File: src/rtl/twb_shifter.sv
module twb_shifter #(
  parameter int DW = 3
) (
  input  logic          clk,
  input  logic          rst_n,
  input  logic          load,
  input  logic [7:0]    tx_byte,
  input  logic          tx_ack,
  input  logic [DW-1:0] dly_sel,
  input  logic          sda_release,
  input  logic          ser_off,
  input  logic          tw_mode,
  input  logic          init_wr,
  input  logic          init_lvl,
  input  logic          alt_map,
  input  logic          ckph,
  input  logic          scl_rise,
  input  logic          scl_fall,
  input  logic          sda_in,
  output logic          sda_out,
  output logic          sda_en,
  output logic [8:0]    rx_word
);
  localparam int CW = DW + 1;

  logic [8:0]  tsh;
  logic        pend;
  logic [CW-1:0] dcnt;
  logic [8:0]  rsh;
  logic [3:0]  rcnt;
  logic [8:0]  rnxt;
  logic [3:0]  rcnt_n;
  logic        init_ok;

  assign init_ok = init_wr && ser_off && tw_mode;
  assign sda_en  = !sda_release;
  assign rnxt    = {rsh[7:0], sda_in};
  assign rcnt_n  = rcnt + 4'd1;

  always_ff @(posedge clk or negedge rst_n) begin
    if (!rst_n) begin
      tsh     <= '1;
      pend    <= 1'b1;
      dcnt    <= '0;
      sda_out <= 1'b1;
    end else if (load) begin
      tsh  <= {tx_byte, tx_ack};
      dcnt <= '0;
    end else if (scl_fall) begin
      tsh <= {tsh[7:0], 1'b1};
      if (dly_sel == '0) begin
        sda_out <= tsh[8];
        dcnt    <= '0;
      end else begin
        pend <= tsh[8];
        dcnt <= CW'(dly_sel) + CW'(1);
      end
    end else if (dcnt != '0) begin
      dcnt <= dcnt - CW'(1);
      if (dcnt == CW'(1)) sda_out <= pend;
    end else if (init_ok) begin
      sda_out <= init_lvl;
    end
  end

  always_ff @(posedge clk or negedge rst_n) begin
    if (!rst_n) begin
      rsh     <= '0;
      rcnt    <= '0;
      rx_word <= '0;
    end else if (load) begin
      rcnt <= '0;
    end else if (scl_rise && rcnt < 4'd9) begin
      rsh  <= rnxt;
      rcnt <= rcnt_n;
      if (alt_map && rcnt_n == 4'd8)
        rx_word <= {rnxt[0], 1'b0, rnxt[7:1]};
      else if (rcnt_n == 4'd9) begin
        if (!alt_map || ckph) rx_word <= {rnxt[0], rnxt[8:1]};
        else                  rx_word[7] <= rnxt[0];
      end
    end
  end

  p_wait_r2: assert property (@(posedge clk) disable iff (!rst_n)
    (dcnt > CW'(1) && !load && !scl_fall) |=> $stable(sda_out));

  p_bitcnt_r8: assert property (@(posedge clk) disable iff (!rst_n)
    rcnt <= 4'd9);

  p_rxhold_r8: assert property (@(posedge clk) disable iff (!rst_n)
    !scl_rise |=> $stable(rx_word));

  p_initgate_r4: assert property (@(posedge clk) disable iff (!rst_n)
    (!scl_fall && dcnt == '0 && !(ser_off && tw_mode)) |=> $stable(sda_out));

  p_rcnt_load_r9: assert property (@(posedge clk) disable iff (!rst_n)
    load |=> rcnt == 4'd0);
endmodule

File: config.mk
export PLATFORM = sky130hd
export DESIGN_NAME = twb_shifter
export DESIGN_NICKNAME = d
export VERILOG_FILES = /design/src/rtl/twb_shifter.sv
export SDC_FILE = /design/constraint.sdc
export NUM_CORES = 1
export LEC_CHECK = 0
export ABC_AREA = 1
export CAP_MARGIN = 20
export CORE_ASPECT_RATIO = 0.6
export CORE_MARGIN = 2
export CORE_UTILIZATION = 45
export DETAILED_ROUTE_END_ITERATION = 12
export DONT_BUFFER_PORTS = 1
export GPL_TIMING_DRIVEN = 0
export SETUP_SLACK_MARGIN = 0.02
export SYNTH_ARGS = -nofsm -noshare
export SYNTH_HDL_FRONTEND = slang
export SYNTH_SLANG_ARGS = --single-unit
File: constraint.sdc
create_clock -name clk -period 4.6 [get_ports clk]
set_clock_uncertainty 0.1 [all_clocks]
set_input_delay 0.46 -clock clk [delete_from_list [all_inputs] [get_ports clk]]
set_output_delay 0.46 -clock clk [all_outputs]
set_load 0.03 [all_outputs]
==> reports/metrics.cfg, run 1 <==
[floorplan]
rows = 18
die_h_um = 54.5
core-area_sq_um = 4100
die_w_um = 88.1
initial_core_util_pct = 46.6
boundaryPins = 36
dieArea_sq_um = 4800

[yosys]
syn_nets = 265
ys_ff_latch = 36
yosys.area.top_type = dfrtp_1
synth-main-ff-cell = dfrtp_1
yosys_warnings = 0
synth_area_per_cell_sq_um = 8.27
syn_area_sq_um = 1910
synth_area_leaders = dfrtp_1 33%, nand2_1 17%, dfstp_2 15%
synth-edff-count = 0
synthTopCellsByCount = 87 x nand2_1, 29 x inv_1, 25 x dfrtp_1
async_flop_share_pct = 100
synth_cell_types = 29
synth_top_area_share_pct = 32.7
synth_cells = 231
seq_area_frac_synth_pct = 47.9
synth_most_common_cell = nand2_1

[clocking]
clkSlewWorstSetupHoldPaths_ps = 70
tritoncts = done
cts-buffers-inserted = 5
clock-sinks = 36
clock_tree.buffer_depth = 2
cts_setup_buffers = 0
clock_latency_ps = 280
clock-root-buffer = clkbuf_8
cts.htree.levels = 2

[timing]
worst_pin_slew_ps = 498
slew_viol_final = 0
hold_viol = 0
timing.fmax_ghz = 0.596
period_needed_ps = 1680
setup_viol = 0
timing.final.crit_share_pct = 36.5
fin_tns_setup_ps = 0
whs_ps = 200
rsz0062_at_grt = no
slew_headroom_pct = 66.8

[placement]
dp_hpwl_um = 2640
numPortBuffers = 0
place_congestion = 0.757

[pwr]
p_leak_nw = 1.11
irDropWorstVdd_v = 0.000223
cellPowerDensity_nw_per_um2 = 335
totalPowerFinal_uw = 705

[routing]
vias = 1448
drt-initial-drc-count = 53
routed_wirelength_um = 3610
drtAntennaViolNets = 0
avgRoutedWirePerCell_um = 12.0
firstDrtPassIters = 4
drc = 0
vias_per_cell = 4.81

[finish]
drive_above_1_share_pct = 14.5
area_growth_pct = 10.1
regArea_sq_um = 915
diodes = 0
fin_util_pct = 51.3
fill_cells = 399
multi_input_area_sq_um = 865
nets = 274

[flow_run]
max_cap_violations = 0

[min_path]
hold_class = in2reg
holdPathStages = 2
min_to = tsh[5]
hold_start = tx_byte[4]

[worst_setup_path]
r2r-end = rx_word[4]
r2r-start = rcnt[0]
setup.worst_path.start_class = flop
crit_arrival_ps = 1750
crit_type = reg2reg
critPathCaptureType = flop
rr_worst_depth = 9
worstPathMaxFanout = 10
required_ps = 4670
r2r_slack_ps = 2920

[grt]
grt_pass1_wl_um = 6090
grt_pass1_vias = 1297
grt_antenna_before_repair = 0
grt_max_degree = 37
overflow = 0
grt_usage_pct = 16.9

[outcome]
outcome = complete, no violations

-- worst max path at each step --
stage,start,end,slack [ps]
floorplan,rcnt[0],rx_word[0],3080
global placement,rcnt[0],rx_word[0],2920
detailed placement,rcnt[0],rx_word[4],2920
CTS,rcnt[0],rx_word[4],2910
global route,rcnt[0],rx_word[5],2790
finish,rcnt[0],rx_word[4],2920
-- logic make-up after synthesis --
kind of cell	share of synthesized area [%]
AO/OA/AOI/OAI	8.05
XOR/XNOR	0.458
adder cells (fa/ha/maj)	5.89
buffers and inverters	6.88
flip-flops	47.9
AND/OR/NAND/NOR	30.8
-- stage by stage --
stage / setup slack (ps) / instances / instance area (sq um)
3_5_place_dp: 2920 / 291 / 1990
6_report: 2920 / 301 / 2100
5_1_grt: 2790 / 301 / 2100
2_1_floorplan: 3080 / 231 / 1910
4_1_cts: 2910 / 301 / 2100
3_3_place_gp: 2920 / 291 / 1990
-- state kept, by name, summed over array words and instances (netlist names) --
signal,count
tsh,9
rx_word,9
dcnt,4
sda_out,1
pend,1
rcnt,4
rsh,8
-- area by class of cell --
cell class	instances	area share, %
Inverter	31	5.53
Multi-Input combinational cell	162	41.1
Tap cell	60	3.57
Timing Repair Buffer	2	1.43
Clock inverter	3	0.892
Clock buffer	5	3.27
Sequential cell	36	43.5
Buffer	2	0.714
-- repair_timing --
item	CTS	global route
resized for setup	0	0
hold buffers	2	0
endpoints found under the hold margin	36	0
-- cells in the final DEF, fill, tap and decap left out, types with 3 or more instances in the layout --
cell,n
nand2_1,87
o221ai_1,4
nand2_2,3
nand3_1,14
nor2_1,12
clkbuf_8,5
o22ai_1,4
dfrtp_1,25
ha_1,9
o21ai_0,7
inv_1,29
dfstp_2,11
-- metal layers --
layer,up-vias,track usage [%],part of all wire (%)
li1,752,-,-
met5,-,0,0
met4,0,4.55,0.53
met2,29,22.9,39
met3,2,6.18,5.8
met1,665,25.2,55
-- worst max-delay path: stages (launching register included) --
cell	delay, ps
dfrtp_1	450
inv_1	140
ha_1	160
nand2_1	50
nand2_1	120
nand4_4	130
nor2_8	200
nand2_4	100
nand2_1	70
nand2_1	50
-- power by group --
part	switching (mW)	internal, mW	leakage (nW)
clock	0.114	0.105	0.0479
combinational	0.0638	0.0378	0.609
sequential	0.0278	0.356	0.452
Note: power is estimated with default switching activity, not from simulation.
==> run 2: changes to the inputs <==
Settings changed: ABC_AREA 1 to 0.
Clock period 4.6 ns to 1.4 ns, I/O delays scaled along.
==> run 2 against run 1 <==
Net effect: the run now ends with negative setup slack left; routed wire length is 15% higher; sequential cell count stayed put; sequential share of layout area is 7.3 points lower; area after synthesis is 3.1% lower; critical path depth is 3 lower; clock power grew to 4.1 times the previous value; count of clock-buffer cells in the layout stayed put; non-clock buffer count is 33 higher; cell count is 16% lower; critical endpoint is now sda_out.
==> reports/metrics.cfg, run 2 <==
[yosys]
synth_area_leaders = dfrtp_1 34%, dfstp_2 16%, mux2_2 12%
async_flop_share_pct = 100
syn_nets = 197
syn_area_sq_um = 1850
seq_area_frac_synth_pct = 49.4
yosys_warnings = 0
synth_area_per_cell_sq_um = 11.4
synth_cells = 163
synth_cell_types = 36
synthTopCellsByCount = 25 x dfrtp_1, 20 x mux2_2, 12 x nor2_1
synth_most_common_cell = dfrtp_1
synth-main-ff-cell = dfrtp_1
synth_top_area_share_pct = 33.8
ys_ff_latch = 36
yosys.area.top_type = dfrtp_1
synth-edff-count = 0

[routing]
drtAntennaViolNets = 0
vias_per_cell = 5.33
vias = 1343
drt-initial-drc-count = 50
firstDrtPassIters = 4
routed_wirelength_um = 4170
avgRoutedWirePerCell_um = 16.5
drc = 0

[floorplan]
rows = 18
boundaryPins = 36
dieArea_sq_um = 4660
initial_core_util_pct = 45.9
die_w_um = 86.8
core-area_sq_um = 4030
die_h_um = 53.7

[timing]
timing.fmax_ghz = 0.526
hold_viol = 0
slew_viol_final = 0
timing.final.crit_share_pct = 136
rsz0062_at_grt = yes
layout_setup_ws_ps = -503
period_needed_ps = 1900
slew_headroom_pct = 66.5
worst_pin_slew_ps = 503
setup_viol = 25
whs_ps = 13.9

[grt]
grt_pass1_vias = 1338
overflow = 0
grt_pass1_wl_um = 6530
grt_max_degree = 37
grt_antenna_before_repair = 0
grt_usage_pct = 18.9

[clocking]
clock-sinks = 36
clkSlewWorstSetupHoldPaths_ps = 70
clock-root-buffer = clkbuf_8
tritoncts = done
clock_latency_ps = 280
cts.htree.levels = 2
cts-buffers-inserted = 5
clock_tree.buffer_depth = 2

[finish]
area_growth_pct = 37.1
fill_cells = 317
nets = 235
diodes = 0
layout_commonest_cell = dfrtp_1
drive_above_1_share_pct = 42.1
multi_input_area_sq_um = 1070
regArea_sq_um = 918
largestRegisters = rx_word: 9 flops, tsh: 9 flops, rsh: 8 flops
mostFrequentLayoutCells = 22 x dfrtp_1, 17 x mux2_4, 14 x dlygate4sd3_1, 12 x buf_4
final_cell_count_no_fill = 252

[flow_run]
max_cap_violations = 0

[placement]
numPortBuffers = 0
dp_hpwl_um = 2630
place_congestion = 0.816
dp_cells = 213

[pwr]
p_int_mw = 2.20
p_leak_nw = 1.14
swShare_pct = 27.3
cellPowerDensity_nw_per_um2 = 1190
p_comb_share_pct = 23.9
netSwitchingPower_uw = 827
power_frac_clock_pct = 30.0
irDropWorstVdd_v = 0.000585
power_frac_seq_pct = 46.1

[outcome]
violations = negative setup slack
outcome = finished with violations

[worst_setup_path]
critPathCaptureType = flop
crit_arrival_ps = 2020
crit_type = reg2reg
setup.worst_path.start_class = flop
required_ps = 1510
worstPathMaxFanout = 4

[min_path]
hold_class = in2reg

[run 2: cell type report]
cell class,instances,share of cell area [%]
clock buffers,5,2.71
well taps,50,2.46
inverters,11,1.63
flip-flops and latches,36,36.2
repair buffers,32,12.4
plain buffers,5,0.838
clock inverters,3,1.68
multi-input cells,110,42.1
[run 2: final timing paths]
path | from | end | slack (ps) | cells after the start
worst max-delay path | dcnt[0] | sda_out | -500 | 6
worst min-delay path | alt_map | rx_word[7] | 10 | 2
worst max register to register | dcnt[0] | sda_out | -500 | 6
worst min register to register | tsh[0] | tsh[0] | 430 | 2
max in group asynchronous | rst_n | tsh[2] | 720 | 2
min in group asynchronous | rst_n | dcnt[3] | 220 | 2
[run 2: per-layer routing]
metal	share of wire, %	track usage [%]	wire (um)
met3	3.8	5.37	158
met2	48	30.2	2010
met1	47	25.4	1950
met5	0	0	0
met4	1.3	5.99	53
[run 2: logic make-up (layout without fill, tap and decap cells)]
logic type	count (synthesis)	in the layout	synth area share (%)
and+or+nand+nor	39	39	10.7
buffers and inverters	17	56	3.65
xor gates and xnor gates	5	5	2.77
muxes	31	31	18.1
DFF	36	36	49.4
adders and majority gates	9	9	6.08
AOI/OAI and AO/OA	26	26	9.32
[run 2: worst max-delay path: stages, from the launching register on]
cell and delay (ps):
dfrtp_2 420, inv_2 90, ha_4 150, nor3b_4 240, mux2_4 320, mux2_2 250, mux2_2 250
[run 2: repair_timing]
item	4_1_cts	5_1_grt
pin swaps	7	7
setup endpoints to repair	25	25
hold buffers	15	0
resized for setup	26	8
setup buffers	12	7
hold endpoints to repair	50	0
[run 2: power groups by stage]
stage	sequential [mW]	combinational [mW]	clock [mW]
3_3_place_gp	1.39	0.469	0
3_5_place_dp	1.41	0.489	0
2_1_floorplan	1.36	0.423	0
6_report	1.39	0.724	0.906
4_1_cts	1.39	0.648	0.928
5_1_grt	1.42	0.784	0.982
[run 2: per-stage QoR]
step | area (sq um) | utilization [%] | setup WS [ps] | total power, mW | TNS (ps)
floorplan | 1930 | - | -438 | 1.79 | -7400
global placement | 1990 | 49.4 | -619 | 1.86 | -10560
detailed placement | 1990 | 49.4 | -662 | 1.90 | -11430
CTS | 2460 | 61.1 | -514 | 2.97 | -9020
global route | 2540 | 63.0 | -565 | 3.19 | -10840
finish | 2540 | 63.0 | -503 | 3.02 | -9640
==> run 3: changes to the inputs <==
Settings changed: GPL_TIMING_DRIVEN 0 to not set.
==> run 3 against run 2 <==
Net effect: the run still ends with negative setup slack left; combinational power rose by 7.9%; power decreased by 2.7%; setup slack better by 6.1 ps; global-route usage shrank 1.4 points; routed wire length fell by 2.0%; critical path depth did not move; die area unchanged; via count increased by 0.52%; non-clock buffer count grew 8; cell count rose by 3.2%.
==> reports/metrics.cfg, run 3 (synthesized netlist as in run 2, its figures left out) <==
[routing]
drtAntennaViolNets = 0
vias_per_cell = 5.19
firstDrtPassIters = 4
routed_wirelength_um = 4080
drt-initial-drc-count = 57
avgRoutedWirePerCell_um = 15.7
vias = 1350
drc = 0

[grt]
grt_usage_pct = 17.6
grt_util_met1_pct = 25.2
grt_antenna_before_repair = 0
top_usage_layer = met2
grt_pass1_vias = 1270
grt_max_degree = 37
grtUsageMet3_pct = 5.06
overflow = 0
grt_pass1_wl_um = 6130
grtUsageMet2_pct = 27.0

[floorplan]
rows = 18
dieArea_sq_um = 4660
core-area_sq_um = 4030
die_h_um = 53.7
boundaryPins = 36
initial_core_util_pct = 45.9
die_w_um = 86.8

[worst_setup_path]
path_cells = ha_4 -> xnor2_4 -> o2111ai_4 -> nor3_4 -> buf_12 -> mux2_2
crit_type = reg2reg
rr_worst_depth = 6
critPathCaptureType = flop
worstPathMaxFanout = 8
r2r-end = rx_word[8]
setup.worst_path.start_class = flop
cpPeakStageDelay_ps = 460
crit_arrival_ps = 1960
r2r_slack_ps = -500
slowest_stage = dfrtp_2
required_ps = 1470
r2r-start = rcnt[1]

[outcome]
outcome = finished with violations
violations = negative setup slack

[min_path]
hold_start = alt_map
holdPathStages = 2
hold_class = in2reg
min_to = rx_word[7]

[clocking]
clock-sinks = 36
clkSlewWorstSetupHoldPaths_ps = 70
clock_latency_ps = 280
cts.htree.levels = 2
clock-root-buffer = clkbuf_8
tritoncts = done
cts-buffers-inserted = 5
clock_tree.buffer_depth = 2

[finish]
drive_above_1_share_pct = 47.1
nets = 243
final_cell_count_no_fill = 260
design_area_sq_um = 2660
diodes = 0
area_growth_pct = 43.7
fin_util_pct = 66.0
layout_commonest_cell = dfrtp_1
largestRegisters = rx_word: 9 flops, tsh: 9 flops, rsh: 8 flops
fill_cells = 296
mostFrequentLayoutCells = 22 x dfrtp_1, 20 x buf_4, 16 x mux2_4, 13 x dlygate4sd3_1

[pwr]
totalPowerFinal_mw = 2.94
p_int_mw = 2.11
power_frac_seq_pct = 47.4
irDropWorstVdd_v = 0.000853
swShare_pct = 28.2
cellPowerDensity_nw_per_um2 = 1110
p_leak_nw = 1.21
p_comb_share_pct = 26.6
netSwitchingPower_uw = 829
power_frac_clock_pct = 26.1

[placement]
dp_cells = 227
numPortBuffers = 0
dp_hpwl_um = 2500
pre_cts_ws_ps = -505
place_congestion = 0.765
place_area_sq_um = 2130

[timing]
worst_pin_slew_ps = 874
layout_setup_ws_ps = -497
timing.final.crit_share_pct = 135
slew_viol_final = 0
timing.fmax_ghz = 0.527
whs_ps = 12.5
fin_tns_setup_ps = -9560
setup_viol = 25
rsz0062_at_grt = yes
period_needed_ps = 1900
slew_headroom_pct = 41.8
hold_viol = 0

[flow_run]
max_cap_violations = 0

run 3: cell types whose count changed in the layout (fill, tap and decap cells not counted), moves of 3 or more:
cell / before / now
a21oi_2: 0 / 3
buf_4: 12 / 20
a21oi_1: 5 / 2
buf_6: 4 / 7
run 3: repair_timing:
action                                  in CTS  in global routing
hold buffers                                16                  0
endpoints found under the setup margin      25                 35
pin swaps                                    8                  6
gates resized for setup                     23                 22
setup buffers                                8                  5
hold endpoints to repair                    55                  0
run 3: layout make-up:
cell class	count	area (sq um)	share of cell area [%]
inverters	11	41.3	1.55
flip-flops and latches	36	918	34.5
clock buffers	7	86.3	3.24
repair buffers	45	444	16.7
multi-input cells	110	1100	41.4
well taps	50	62.6	2.35
clock inverters	1	7.51	0.282
run 3: power by group through the flow:
stage	combinational (mW)	clock [mW]	sequential (mW)
6_report	0.781	0.767	1.39
5_1_grt	0.846	0.850	1.42
4_1_cts	0.695	0.796	1.39
3_5_place_dp	0.538	0	1.40
3_3_place_gp	0.520	0	1.39
2_1_floorplan	0.423	0	1.36
run 3: critical path: cells and delay by family (launching register included):
family,cells,cell delay [ps]
compound gates,1,160
fa+ha+maj,1,200
buf+inv,1,160
mux,1,330
xor+xnor,1,200
flops,1,460
simple gates,1,170
run 3: layer usage:
layer | routed length [um] | vias to the layer above
li1 | - | 655
met1 | 2000 | 667
met2 | 1920 | 26
met3 | 150 | 2
met4 | 9 | 0
met5 | 0 | -
run 3: worst max path at each step:
stage	endpoint	slack [ps]	from
after floorplan	rx_word[8]	-440	rcnt[0]
after global placement	rx_word[3]	-470	rcnt[1]
after detailed placement	rsh[3]	-510	rcnt[0]
after CTS	rx_word[8]	-470	rcnt[1]
after global routing	rx_word[8]	-550	rcnt[1]
final	rx_word[8]	-500	rcnt[1]
